`src/rtl/sramc_pkg.sv`:
```
package sramc_pkg;

   typedef enum logic [2:0] {
      ST_IDLE    = 3'd0,
      ST_RD      = 3'd1,
      ST_RD_TURN = 3'd2,
      ST_WR      = 3'd3,
      ST_WR_HOLD = 3'd4
   } sramc_state_e;

   // nanoseconds to whole clocks, rounded up, never less than one
   function automatic int ns_to_clk(input int ns, input int clk_ns);
      if (ns <= 0) return 1;
      return (ns + clk_ns - 1) / clk_ns;
   endfunction

   function automatic int imax(input int a, input int b);
      return (a > b) ? a : b;
   endfunction

endpackage

```
`src/rtl/sramc_timer.sv`:
```
module sramc_timer #(
   parameter int CNT_W = 4
) (
   input  logic             clk,
   input  logic             rst_n,
   input  logic             load,
   input  logic [CNT_W-1:0] load_val,
   output logic [CNT_W-1:0] cnt,
   output logic             done
);

   always_ff @(posedge clk) begin
      if (!rst_n) begin
         cnt <= '0;
      end else if (load) begin
         cnt <= load_val;
      end else if (cnt != '0) begin
         cnt <= cnt - 1'b1;
      end
   end

   assign done = (cnt == '0);

endmodule

```
`src/rtl/sramc_seq.sv`:
```
module sramc_seq
   import sramc_pkg::*;
#(
   parameter int RD_CYC   = 7,
   parameter int WR_CYC   = 7,
   parameter int TURN_CYC = 3,
   parameter int CNT_W    = 3
) (
   input  logic             clk,
   input  logic             rst_n,
   input  logic             req_valid,
   input  logic             req_write,
   input  logic             tmr_done,
   output sramc_state_e     state,
   output logic             accept,
   output logic             capture,
   output logic             tmr_load,
   output logic [CNT_W-1:0] tmr_val
);

   sramc_state_e state_nx;

   assign accept  = (state == ST_IDLE) && req_valid;
   assign capture = (state == ST_RD) && tmr_done;

   always_comb begin
      state_nx = state;
      tmr_load = 1'b0;
      tmr_val  = '0;
      unique case (state)
         ST_IDLE: begin
            if (req_valid) begin
               tmr_load = 1'b1;
               if (req_write) begin
                  state_nx = ST_WR;
                  tmr_val  = CNT_W'(WR_CYC - 1);
               end else begin
                  state_nx = ST_RD;
                  tmr_val  = CNT_W'(RD_CYC - 1);
               end
            end
         end
         ST_RD: begin
            if (tmr_done) begin
               state_nx = ST_RD_TURN;
               tmr_load = 1'b1;
               tmr_val  = CNT_W'(TURN_CYC - 1);
            end
         end
         ST_RD_TURN: begin
            if (tmr_done) state_nx = ST_IDLE;
         end
         ST_WR: begin
            if (tmr_done) state_nx = ST_WR_HOLD;
         end
         ST_WR_HOLD: begin
            state_nx = ST_IDLE;
         end
         default: begin
            state_nx = ST_IDLE;
         end
      endcase
   end

   always_ff @(posedge clk) begin
      if (!rst_n) state <= ST_IDLE;
      else        state <= state_nx;
   end

endmodule

```
`src/rtl/sramc_datapath.sv`:
```
module sramc_datapath #(
   parameter int ADDR_W = 19,
   parameter int DATA_W = 8
) (
   input  logic              clk,
   input  logic              rst_n,
   input  logic              accept,
   input  logic              capture,
   input  logic [ADDR_W-1:0] req_addr,
   input  logic [DATA_W-1:0] req_wdata,
   input  logic [DATA_W-1:0] bus_in,
   output logic [ADDR_W-1:0] addr_q,
   output logic [DATA_W-1:0] wdata_q,
   output logic [DATA_W-1:0] rdata_q,
   output logic              rsp_q
);

   always_ff @(posedge clk) begin
      if (!rst_n) begin
         addr_q  <= '0;
         wdata_q <= '0;
      end else if (accept) begin
         addr_q  <= req_addr;
         wdata_q <= req_wdata;
      end
   end

   always_ff @(posedge clk) begin
      if (!rst_n) begin
         rdata_q <= '0;
         rsp_q   <= 1'b0;
      end else begin
         rsp_q <= capture;
         if (capture) rdata_q <= bus_in;
      end
   end

endmodule

```
`src/rtl/sramc_top.sv`:
```
module sramc_top
   import sramc_pkg::*;
#(
   parameter int ADDR_W    = 19,
   parameter int DATA_W    = 8,
   parameter int CLK_NS    = 10,
   parameter int T_AA_NS   = 70,
   parameter int T_DOE_NS  = 35,
   parameter int T_PWE_NS  = 50,
   parameter int T_WC_NS   = 70,
   parameter int T_AW_NS   = 60,
   parameter int T_SD_NS   = 30,
   parameter int T_HZ_NS   = 25,
   parameter bit WR_OE_LOW = 1'b0
) (
   input  logic              clk,
   input  logic              rst_n,
   input  logic              req_valid,
   output logic              req_ready,
   input  logic              req_write,
   input  logic [ADDR_W-1:0] req_addr,
   input  logic [DATA_W-1:0] req_wdata,
   output logic              rsp_valid,
   output logic [DATA_W-1:0] rsp_rdata,
   output logic [ADDR_W-1:0] mem_addr,
   output logic [DATA_W-1:0] mem_dq_out,
   output logic              mem_dq_oe,
   input  logic [DATA_W-1:0] mem_dq_in,
   output logic              mem_ce_n,
   output logic              mem_we_n,
   output logic              mem_oe_n
);

   localparam int RD_CYC   = imax(ns_to_clk(T_AA_NS, CLK_NS), ns_to_clk(T_DOE_NS, CLK_NS));
   localparam int TURN_CYC = ns_to_clk(T_HZ_NS, CLK_NS);
   localparam int SD_CYC   = ns_to_clk(T_SD_NS, CLK_NS);
   localparam int WR_BASE  = imax(imax(ns_to_clk(T_PWE_NS, CLK_NS), ns_to_clk(T_WC_NS, CLK_NS)),
                                  ns_to_clk(T_AW_NS, CLK_NS));
   localparam int WR_CYC   = WR_OE_LOW ? imax(WR_BASE, TURN_CYC + SD_CYC) : imax(WR_BASE, SD_CYC);
   localparam int DRV_DLY  = WR_OE_LOW ? TURN_CYC : 0;
   localparam int CNT_MAX  = imax(imax(RD_CYC, WR_CYC), TURN_CYC);
   localparam int CNT_W    = $clog2(CNT_MAX + 1);

   generate
      if (ADDR_W < 1 || DATA_W < 1) begin : g_bad_width
         $error("sramc_top: address and data widths must be positive");
      end
      if (CLK_NS < 1) begin : g_bad_clk
         $error("sramc_top: clock period must be at least 1 ns");
      end
   endgenerate

   sramc_state_e     state;
   logic             accept, capture, tmr_load, tmr_done;
   logic [CNT_W-1:0] tmr_val, tmr_cnt;
   logic             drive_window;

   sramc_seq #(
      .RD_CYC  (RD_CYC),
      .WR_CYC  (WR_CYC),
      .TURN_CYC(TURN_CYC),
      .CNT_W   (CNT_W)
   ) u_seq (
      .clk      (clk),
      .rst_n    (rst_n),
      .req_valid(req_valid),
      .req_write(req_write),
      .tmr_done (tmr_done),
      .state    (state),
      .accept   (accept),
      .capture  (capture),
      .tmr_load (tmr_load),
      .tmr_val  (tmr_val)
   );

   sramc_timer #(.CNT_W(CNT_W)) u_timer (
      .clk     (clk),
      .rst_n   (rst_n),
      .load    (tmr_load),
      .load_val(tmr_val),
      .cnt     (tmr_cnt),
      .done    (tmr_done)
   );

   sramc_datapath #(.ADDR_W(ADDR_W), .DATA_W(DATA_W)) u_dp (
      .clk      (clk),
      .rst_n    (rst_n),
      .accept   (accept),
      .capture  (capture),
      .req_addr (req_addr),
      .req_wdata(req_wdata),
      .bus_in   (mem_dq_in),
      .addr_q   (mem_addr),
      .wdata_q  (mem_dq_out),
      .rdata_q  (rsp_rdata),
      .rsp_q    (rsp_valid)
   );

   assign req_ready = (state == ST_IDLE);
   assign mem_ce_n  = !((state == ST_RD) || (state == ST_WR));
   assign mem_we_n  = !(state == ST_WR);

   // inside the pulse the driver may start late to let the device turn off
   assign drive_window = (tmr_cnt <= CNT_W'(WR_CYC - 1 - DRV_DLY));
   assign mem_dq_oe    = ((state == ST_WR) && drive_window) || (state == ST_WR_HOLD);

   generate
      if (WR_OE_LOW) begin : g_oe_through_write
         assign mem_oe_n = !((state == ST_RD) || (state == ST_WR));
      end else begin : g_oe_read_only
         assign mem_oe_n = !(state == ST_RD);
      end
   endgenerate

endmodule

```
`config.mk`:
```
export PLATFORM = sky130hd
export DESIGN_NAME = sramc_top
export DESIGN_NICKNAME = d
export VERILOG_FILES = /design/src/rtl/sramc_pkg.sv /design/src/rtl/sramc_timer.sv /design/src/rtl/sramc_seq.sv /design/src/rtl/sramc_datapath.sv /design/src/rtl/sramc_top.sv
export SDC_FILE = /design/constraint.sdc
export NUM_CORES = 1
export LEC_CHECK = 0
export BUFFER_PORTS_ARGS = -buffer_cell sky130_fd_sc_hd__buf_2
export CORE_MARGIN = 1
export CORE_UTILIZATION = 40
export DETAILED_ROUTE_END_ITERATION = 6
export PLACE_DENSITY = 0.8
export SKIP_CTS_REPAIR_TIMING = 1
export SLEW_MARGIN = 25
export SYNTH_ARGS = -nofsm -noshare
export SYNTH_HDL_FRONTEND = slang
export SYNTH_SLANG_ARGS = --single-unit
export TNS_END_PERCENT = 5
```
`constraint.sdc`:
```
create_clock -name clk -period 1.69 [get_ports clk]
set_input_delay 0.338 -clock clk [delete_from_list [all_inputs] [get_ports clk]]
set_output_delay 0.338 -clock clk [all_outputs]
set_load 0.02 [all_outputs]
```
==> Yosys cells after proc, flatten, opt, wreduce, memory -nomap -nowiden <==
Index checks and enable logic that the tools add are counted.
{ "totals": {"wordCells": 43, "out_inout_bits": 41, "input_bits": 39, "register_bits": 42} }
{ "op_classes": {"add_sub_neg": 1, "n_reduce_logical": 13, "eq_ne": 8, "magnitude_cmp": 1, "n_mux": 14} }
{ "ops": {"columns": ["op", "count"], "rows": [
  ["$mux 3", 7],
  ["$pmux 3 s4", 1],
  ["$eq 3x2->1 const B", 2],
  ["$logic_not 3->1", 2],
  ["$ne 2x1->1 const B", 3],
  ["$pmux 3 s2", 1],
  ["$mux 2", 2],
  ["$reduce_and 4->1", 1],
  ["$eq 3x1->1 const B", 1],
  ["$eq 3x3->1 const B", 1],
  ["$le 3x3->1 const B", 1],
  ["$logic_and 1x1->1", 3],
  ["$logic_not 1->1", 3],
  ["$reduce_bool 3->1", 1],
  ["$sub 3x1->3 const B", 1],
  ["$logic_or 1x1->1", 2],
  ["$mux 1", 2],
  ["$ne 2x2->1 const B", 1],
  ["$pmux 1 s2", 1],
  ["$reduce_bool 2->1", 1]
]} }

==> Depth between registers and ports, before layout <==
Gate-level depths: netlist of run 1.
{ "logic_depth": {"ltp_word": 4, "ltp_mapped": 6, "ltp_nobuf": 5} }

==> Modules after synthesis <==
A second synthesis of run 1 with hierarchy kept.
{ "hier_totals": {"cells_unflattened": 164, "area_unflattened_um2": 1815.5} }
{ "by_module_without_submodules": {"columns": ["mod", "seq_area_each_um2", "cells_each", "instances", "area_per_inst_um2"], "rows": [
  ["sramc_datapath", 720.7, 114, 1, 1366.3],
  ["sramc_timer", 60.1, 22, 1, 205.2],
  ["sramc_seq", 60.1, 20, 1, 192.7],
  ["sramc_top", 0.0, 8, 1, 51.3]
]} }

==> Least setup slack after synthesis of run 1 <==
OpenSTA, ideal clock, no wires.
{ "synth_timing": {"path_kind": "reg-to-output", "start": "register u_seq.state[0]", "end": "output mem_dq_oe", "n_path_buf": 1, "slack_ns": 0.010, "arrival_ns": 1.342, "stages_incl_launch_ff": 5, "t_required_ns": 1.352, "path_cell_list": "dfxtp_1 buf_6 nor2b_1 nand2_1 o21ai_0"} }
{ "synth_via": {"elab_chain_cells": 3, "word_cells_on_any_way": 4, "cone_classes": "eq/ne (2); reduce/logical (2)"} }
{ "synth_lines": {"columns": ["item", "line_no", "source"], "rows": [
  ["start: declaration", "sramc_seq.sv:14", "output sramc_state_e state,"],
  ["start signal: assignment", "sramc_seq.sv:67", "else state <= state_nx;"],
  ["$eq 3x2->1", "sramc_top.sv:105", "assign mem_dq_oe = ((state == ST_WR) && drive_window) || (state == ST_WR_HOLD);"],
  ["$logic_and 1x1->1", "sramc_top.sv:105", null],
  ["$logic_or 1x1->1 (*)", "sramc_top.sv:105", null],
  ["end: declaration", "sramc_top.sv:27", "output logic mem_dq_oe,"]
]} }
Every way passes the cells marked *; elsewhere a longest branch is shown, timed or not.

==> Worst setup path after layout of run 1 <==
{ "layout_timing": {"start": "register u_seq.state[1]", "end": "output mem_oe_n"} }
{ "layout_via": {"elab_chain_cells": 2} }
{ "layout_lines": {"columns": ["item", "line_no", "source"], "rows": [
  ["$eq 3x1->1", "sramc_top.sv:111", "assign mem_oe_n = !(state == ST_RD);"],
  ["$logic_not 1->1", "sramc_top.sv:111", null],
  ["end: declaration", "sramc_top.sv:31", "output logic mem_oe_n"]
]} }
No other way between the ends.

==> summary.md, run 1 <==
| Metric | Value |
|---|---|
| Top-count cell post-synth | nand2_1 |
| DRT Pass-1 Iters | 5 |
| Htree depth | 2 |
| Period utilization | just under 100% |
| Gp weighted congestion | 0.717 |
| Synth Area in Compound Gates | 13.8% |
| Main combinational cell family by area after synthesis | simple AND/OR/NAND/NOR gates |
| Synthesized cell area | 0.00174 mm2 |
| Worst EP arrival | ~1.3 ns |
| Post-synth EDFFs | 0 |
| R2r worst-path depth | 4 |
| Final setup viols | 0 |
| Cell Area, Placed | 0.00216 mm2 |
| CTS tree | done |
| R2R Setup Slk | 0.24 ns |
| RSZ-0062 raised after global routing | no |
| Drt wl/cell | 11.0 um |
| Min Tclk post-route | about 1.6 ns |
| Peak VDD IR | 0.643 mV |
| Ys flop type | dfxtp_1 |
| Reg clk slew, reported paths | around 0.09 ns |
| Area contributors post-synth | dfxtp_1 (48%), nand2_1 (17%), a21boi_0 (11%), mux2i_1 (5.2%), ha_1 (2.2%) |
| Mux contribution to synthesized area | 5.19% |
| Initial DRC Count | 47 |
| CP Max Fanout | 8 |
| Row count | 23 |
| Mean Syn Cell Area | 8.73 um2 |
| Max cap viols | 0 |
| Outcome | complete, no violations |
| Worst Hold Class | input port to flop |
| Synth Instances | 199 |
| PortBufs | 79 |
| Sinks on the clock net | 42 |
| Final #Nets | ~320 |
| Core Region | 0.00409 mm2 |
| Synth top cells by count | nand2_1 (77), dfxtp_1 (42), a21boi_0 (25) |
| Distinct cells, synth | 26 |
| Max Slew Vio Count | 0 |
| Synthesized netlist net count | between 200 and 250 |
| Startpoint Class | flop |
| Chip Width | 67.9 um |
| Via count | 1539 |
| CP endpoint kind | output port |
| Relative slew slack | between 70% and 80% |
| Finished Layout Cells | around 330 |
| Clock latency on the worst-skew pair | 0.29 ns |
| Simple-Gate Fraction of Synth Area | 24.5% |
| Flops & latches, synth | 42 |
| Clk root buf | clkbuf_8 |
| Least-Margin Pin Slew | 0.344 ns |
| Clk_skew | roughly 0.013 ns |
| TritonCTS buffer count | 5 |
| Clock Tree Buf Depth | 2 |
| Vias in the first global route | 1328 |
| Final core utilization | 55.8% |
| Routed wire length | 3590 um |
| Die Ht | between 60 and 70 um |
| Achievable Freq | 615 MHz |
| CP endpoint | mem_oe_n |
| Via density | 4.69 |
| DRC Markers | 0 |
| Total power | 0.00289 W |
| Post-route antenna net violation count | 0 |
| IO Pins | 80 |
| Worst slack, placed | approximately 0.12 ns |
| R2r endpoint | u_dp.addr_q[12]$_SDFFE_PN0P_ |
| Final instance area | ~0.0023 mm2 |
| First-pass GRT wire length | roughly 5600 um |
| Share of cells above drive strength 1 | between 30% and 40% |
| Diode count | 0 |
| GR Util All Layers | 16.5% |
| Detailed placer's ending HPWL | 2520 um |
| Worst EP required | about 1.4 ns |
| Ys Warns | 0 |
| CP startpoint | u_seq.state[1]$_SDFFE_PN0P_ |
| Die area | 0.00461 mm2 |
| Ys async rst share | 0% |
| Reg2reg start | u_seq.state[0]$_SDFFE_PN0P_ |
| Cell taking the most area after synthesis | dfxtp_1 |
| Share of the synthesized area in the top cell type | 48.4% |
| Placed Cells | 319 |
| Initial antenna violation count | 0 |
| Critical path class | flop to output port |
| Area Overhead vs Synth | 31.3% |
| Final Hold Vio Count | 0 |
| Leakage | 1.07 nW |
| Initial Util | 42.5% |
| Seq/Total Area, Yosys | 48.4% |
| Setup ws final | 0.0630 ns |
| XOR/XNOR Fraction of Synth Area | 0.504% |
| Pwr dens | between 1000 and 1500 mW/mm2 |
| Overflow after GRT | 0 |
| Largest net degree at the start of global routing | 36 |
| Post-Synth Adder-Cell Area | 2.16% |
-- critical path, stage by stage (launching register included) --
cell and delay, ns:
dfxtp_2 0.38, or3b_4 0.44, buf_2 0.17
-- sequential cells by signal (all words and copies together), names as in the netlist --
| signal | cells |
|---|---|
| u_dp.rsp_q | 1 |
| u_dp.wdata_q | 8 |
| u_dp.addr_q | 19 |
| u_timer.cnt | 3 |
| u_seq.state | 3 |
| u_dp.rdata_q | 8 |
-- cell families (layout without fill, tap and decap cells) --
family | after synthesis | after routing
AO/OA/AOI/OAI | 32 | 32
XOR/XNOR | 1 | 1
adder cells (fa/ha/maj) | 3 | 3
buffers and inverters | 17 | 96
flip-flops | 42 | 42
multiplexers | 9 | 9
AND/OR/NAND/NOR | 95 | 95
-- layout by cell type (no fill, tap or decap), drive strengths merged --
cell	count
nand2b	1
nand2	77
and2	1
nand3	1
mux2i	9
ha	3
clkinvlp	1
clkinv	2
inv	3
nor4b	1
o311a	1
o21ai	1
dfxtp	42
clkbuf	5
and4b	1
nor2b	4
a21oi	1
a221o	1
buf	85
nor2	5
or4b	1
nor3	2
xnor2	1
or3b	1
a21boi	28
-- through the flow --
step / hold slack (ns) / TNS [ns]
after floorplan: 0.473 / 0
after global placement: 0.440 / 0
after detailed placement: 0.449 / 0
after CTS: 0.263 / -0.305
after global routing: 0.259 / 0
final: 0.278 / 0
-- worst min path at each step --
stage | start | to | slack (ns) | cells past startpoint
final | mem_dq_in[1] | u_dp.rdata_q[1]$_SDFFE_PN0P_ | 0.28 | 3
after global routing | mem_dq_in[0] | u_dp.rdata_q[0]$_SDFFE_PN0P_ | 0.26 | 3
after CTS | mem_dq_in[1] | u_dp.rdata_q[1]$_SDFFE_PN0P_ | 0.26 | 3
after detailed placement | u_dp.rdata_q[4]$_SDFFE_PN0P_ | u_dp.rdata_q[4]$_SDFFE_PN0P_ | 0.45 | 2
after global placement | u_dp.rdata_q[1]$_SDFFE_PN0P_ | u_dp.rdata_q[1]$_SDFFE_PN0P_ | 0.44 | 2
after floorplan | req_addr[13] | u_dp.addr_q[13]$_SDFFE_PN0P_ | 0.47 | 2
-- per-layer routing --
| layer | vias up | routed length, um | track usage (%) |
|---|---|---|---|
| li1 | 796 | - | - |
| met1 | 695 | 1580 | 19.0 |
| met2 | 46 | 1780 | 28.0 |
| met3 | 2 | 198 | 5.17 |
| met4 | 0 | 34 | 7.03 |
| met5 | - | 0 | 0 |
-- where the power goes --
part / internal, W / switching (W) / total, W
sequential: 0.00114 / 0.000101 / 0.00124
clock: 0.000290 / 0.000352 / 0.000642
combinational: 0.000416 / 0.000588 / 0.00100
total: 0.00185 / 0.00104 / 0.00289
-- area by class of cell --
cell class / count / area (um2)
fill: 396 / 1810
timing repair buffer: 85 / 455
clock inverter: 3 / 21.3
multi-input combinational: 140 / 815
clock buffer: 5 / 68.8
inverter: 3 / 11.3
tap: 50 / 62.6
sequential: 42 / 847
Note: power is estimated with default switching activity, not from simulation.
==> run 2, diff against run 1 <==
Settings changed: SETUP_SLACK_MARGIN set to 0.4.
==> run 2 against run 1 <==
Critical path depth is the same. Register-to-register slack worse by 0.06 ns. Final area is 2.5% higher. Sequential share of layout area fell by 0.81 points. Core utilization increased by 1.4 points. Non-clock buffer count rose by 4. Flip-flop and latch count did not move. Sequential power about the same. Critical endpoint unchanged. Largest cell class unchanged. Largest power group unchanged.
==> summary.md, run 2 (synthesis results as in run 1) <==
| Metric | Value |
|---|---|
| Htree depth | 2 |
| Internal | roughly 0.0019 W |
| Worst EP required | about 1.4 ns |
| Detailed placer's ending HPWL | 2670 um |
| GR Util All Layers | 17.7% |
| Fin Setup TNS | 0 ns |
| Initial Util | 42.5% |
| Final setup viols | 0 |
| Largest register FFs | 19 |
| Clock power frac | 20.4% |
| Gp weighted congestion | 0.775 |
| Clk root buf | clkbuf_8 |
| Reg clk slew, reported paths | 0.07 ns |
| Slowest CP cell | or3b_4 |
| CP Max Fanout | 5 |
| Metal-1 WL | 1640 um |
| Clock Tree Buf Depth | 2 |
| Post-route antenna net violation count | 0 |
| First-pass GRT wire length | approximately 5900 um |
| Top Layer Used | met4 |
| Routed wire length | 3820 um |
| Gate power share | 36.9% |
| Relative slew slack | about three quarters |
| Net Sw Power | approximately 0.0010 W |
| Min Tclk post-route | 1.57 ns |
| Startpoint Class | flop |
| Vias in the first global route | about 1.3k |
| Initial antenna violation count | 0 |
| Flop pwr share | 42.7% |
| RSZ-0062 raised after global routing | yes |
| IO Pins | 80 |
| Routed length on met2 | 1880 um |
| PortBufs | roughly 80 |
| Worst EP arrival | about 1.2 ns |
| Sequential Area | between 800 and 900 um2 |
| Met3 WL | 271 um |
| Filler cells | 385 |
| Period utilization | between 90% and 100% |
| Max cap viols | 0 |
| CP max stage delay | 0.43 ns |
| Max Slew Vio Count | 0 |
| Area Overhead vs Synth | 34.7% |
| Clock latency on the worst-skew pair | 0.28 ns |
| Achievable Freq | 636 MHz |
| Outcome | complete, no violations |
| Crit-path cells | or3b_4 -> buf_6 |
| Via count | approximately 1.5k |
| Clk_skew | around 0.0031 ns |
| TritonCTS buffer count | 5 |
| Share of cells above drive strength 1 | 38.1% |
| Leakage | 1.09 nW |
| Largest net degree at the start of global routing | 32 |
| DRT Pass-1 Iters | 4 |
| DRC Markers | 0 |
| Placed Cells | 320 |
| Final instance area | 0.00234 mm2 |
| Most frequent cells in the layout | buf_2 (77), nand2_1 (76), dfxtp_1 (39), a21boi_0 (25), mux2i_1 (9) |
| Drt wl/cell | 11.5 um |
| Final Hold Vio Count | 0 |
| Finished Layout Cells | 331 |
| Die Ht | 67.9 um |
| Area of the multi-input gates | ~830 um2 |
| Peak VDD IR | 0.547 mV |
| Critical path class | flop to output port |
| Row count | 23 |
| Total power | 0.00288 W |
| Biggest register | u_dp.addr_q |
| Core Region | roughly 0.004 mm2 |
| Die area | 0.00461 mm2 |
| Final #Nets | roughly 320 |
| CTS tree | done |
| Cell Area, Placed | 0.00219 mm2 |
| Most common cell after layout, fill and taps aside | buf_2 |
| Sinks on the clock net | 42 |
| Chip Width | between 60 and 70 um |
| Worst Hold Class | input port to flop |
| Overflow after GRT | 0 |
| Net Sw Frac | 35.1% |
| Via density | 4.63 |
| CP endpoint kind | output port |
| Biggest regs | u_dp.addr_q: 19 flops, u_dp.rdata_q: 8 flops, u_dp.wdata_q: 8 flops |
| Diode count | 0 |
| Initial DRC Count | 73 |
| Least-Margin Pin Slew | 0.373 ns |
| Pwr dens | roughly 1200 mW/mm2 |
## run 2: power groups by stage
| stage | clock [W] | sequential, W | combinational (W) |
|---|---|---|---|
| global route | 0.000672 | 0.00125 | 0.00118 |
| floorplan | 0 | 0.00136 | 0.000645 |
| finish | 0.000589 | 0.00123 | 0.00106 |
| detailed placement | 0 | 0.00125 | 0.00101 |
| global placement | 0 | 0.00124 | 0.000995 |
| CTS | 0.000622 | 0.00123 | 0.00101 |
## run 2: critical path, delay by kind of cell (launching register included)
family,cells,cell delay (ns)
DFF,1,0.37
buffers and inverters,1,0.15
and+or+nand+nor,1,0.43
## run 2: path summary, 6_finish.rpt
check	start	slack, ns	endpoint	cells after the start
min reg2reg	u_dp.addr_q[14]$_SDFFE_PN0P_	0.45	u_dp.addr_q[14]$_SDFFE_PN0P_	2
min	req_addr[13]	0.28	u_dp.addr_q[13]$_SDFFE_PN0P_	3
max	u_seq.state[2]$_SDFFE_PN0P_	0.12	mem_oe_n	2
max reg2reg	u_seq.state[2]$_SDFFE_PN0P_	0.18	u_dp.addr_q[0]$_SDFFE_PN0P_	5
## run 2: stage by stage
stage	utilization [%]	worst slack, ns	hold WS [ns]
final	57.2	0.118	0.281
after global routing	57.2	0.0755	0.275
after floorplan	-	0.245	0.473
after detailed placement	53.7	0.211	0.442
after CTS	55.6	-0.0287	0.273
after global placement	53.7	0.262	0.440
## run 2: area by class of cell
cell class,count,share of cell area (%)
multi-input combinational,140,35.5
tap,50,2.68
clock buffer,7,3.26
sequential,42,36.3
inverter,3,0.482
timing repair buffer,89,21.7
## run 2: routing by layer
| layer | track usage (%) | up-vias |
|---|---|---|
| met5 | 0 | - |
| met4 | 7.81 | 0 |
| met3 | 7.67 | 2 |
| met2 | 28.8 | 48 |
| met1 | 20.1 | 676 |
| li1 | - | 806 |
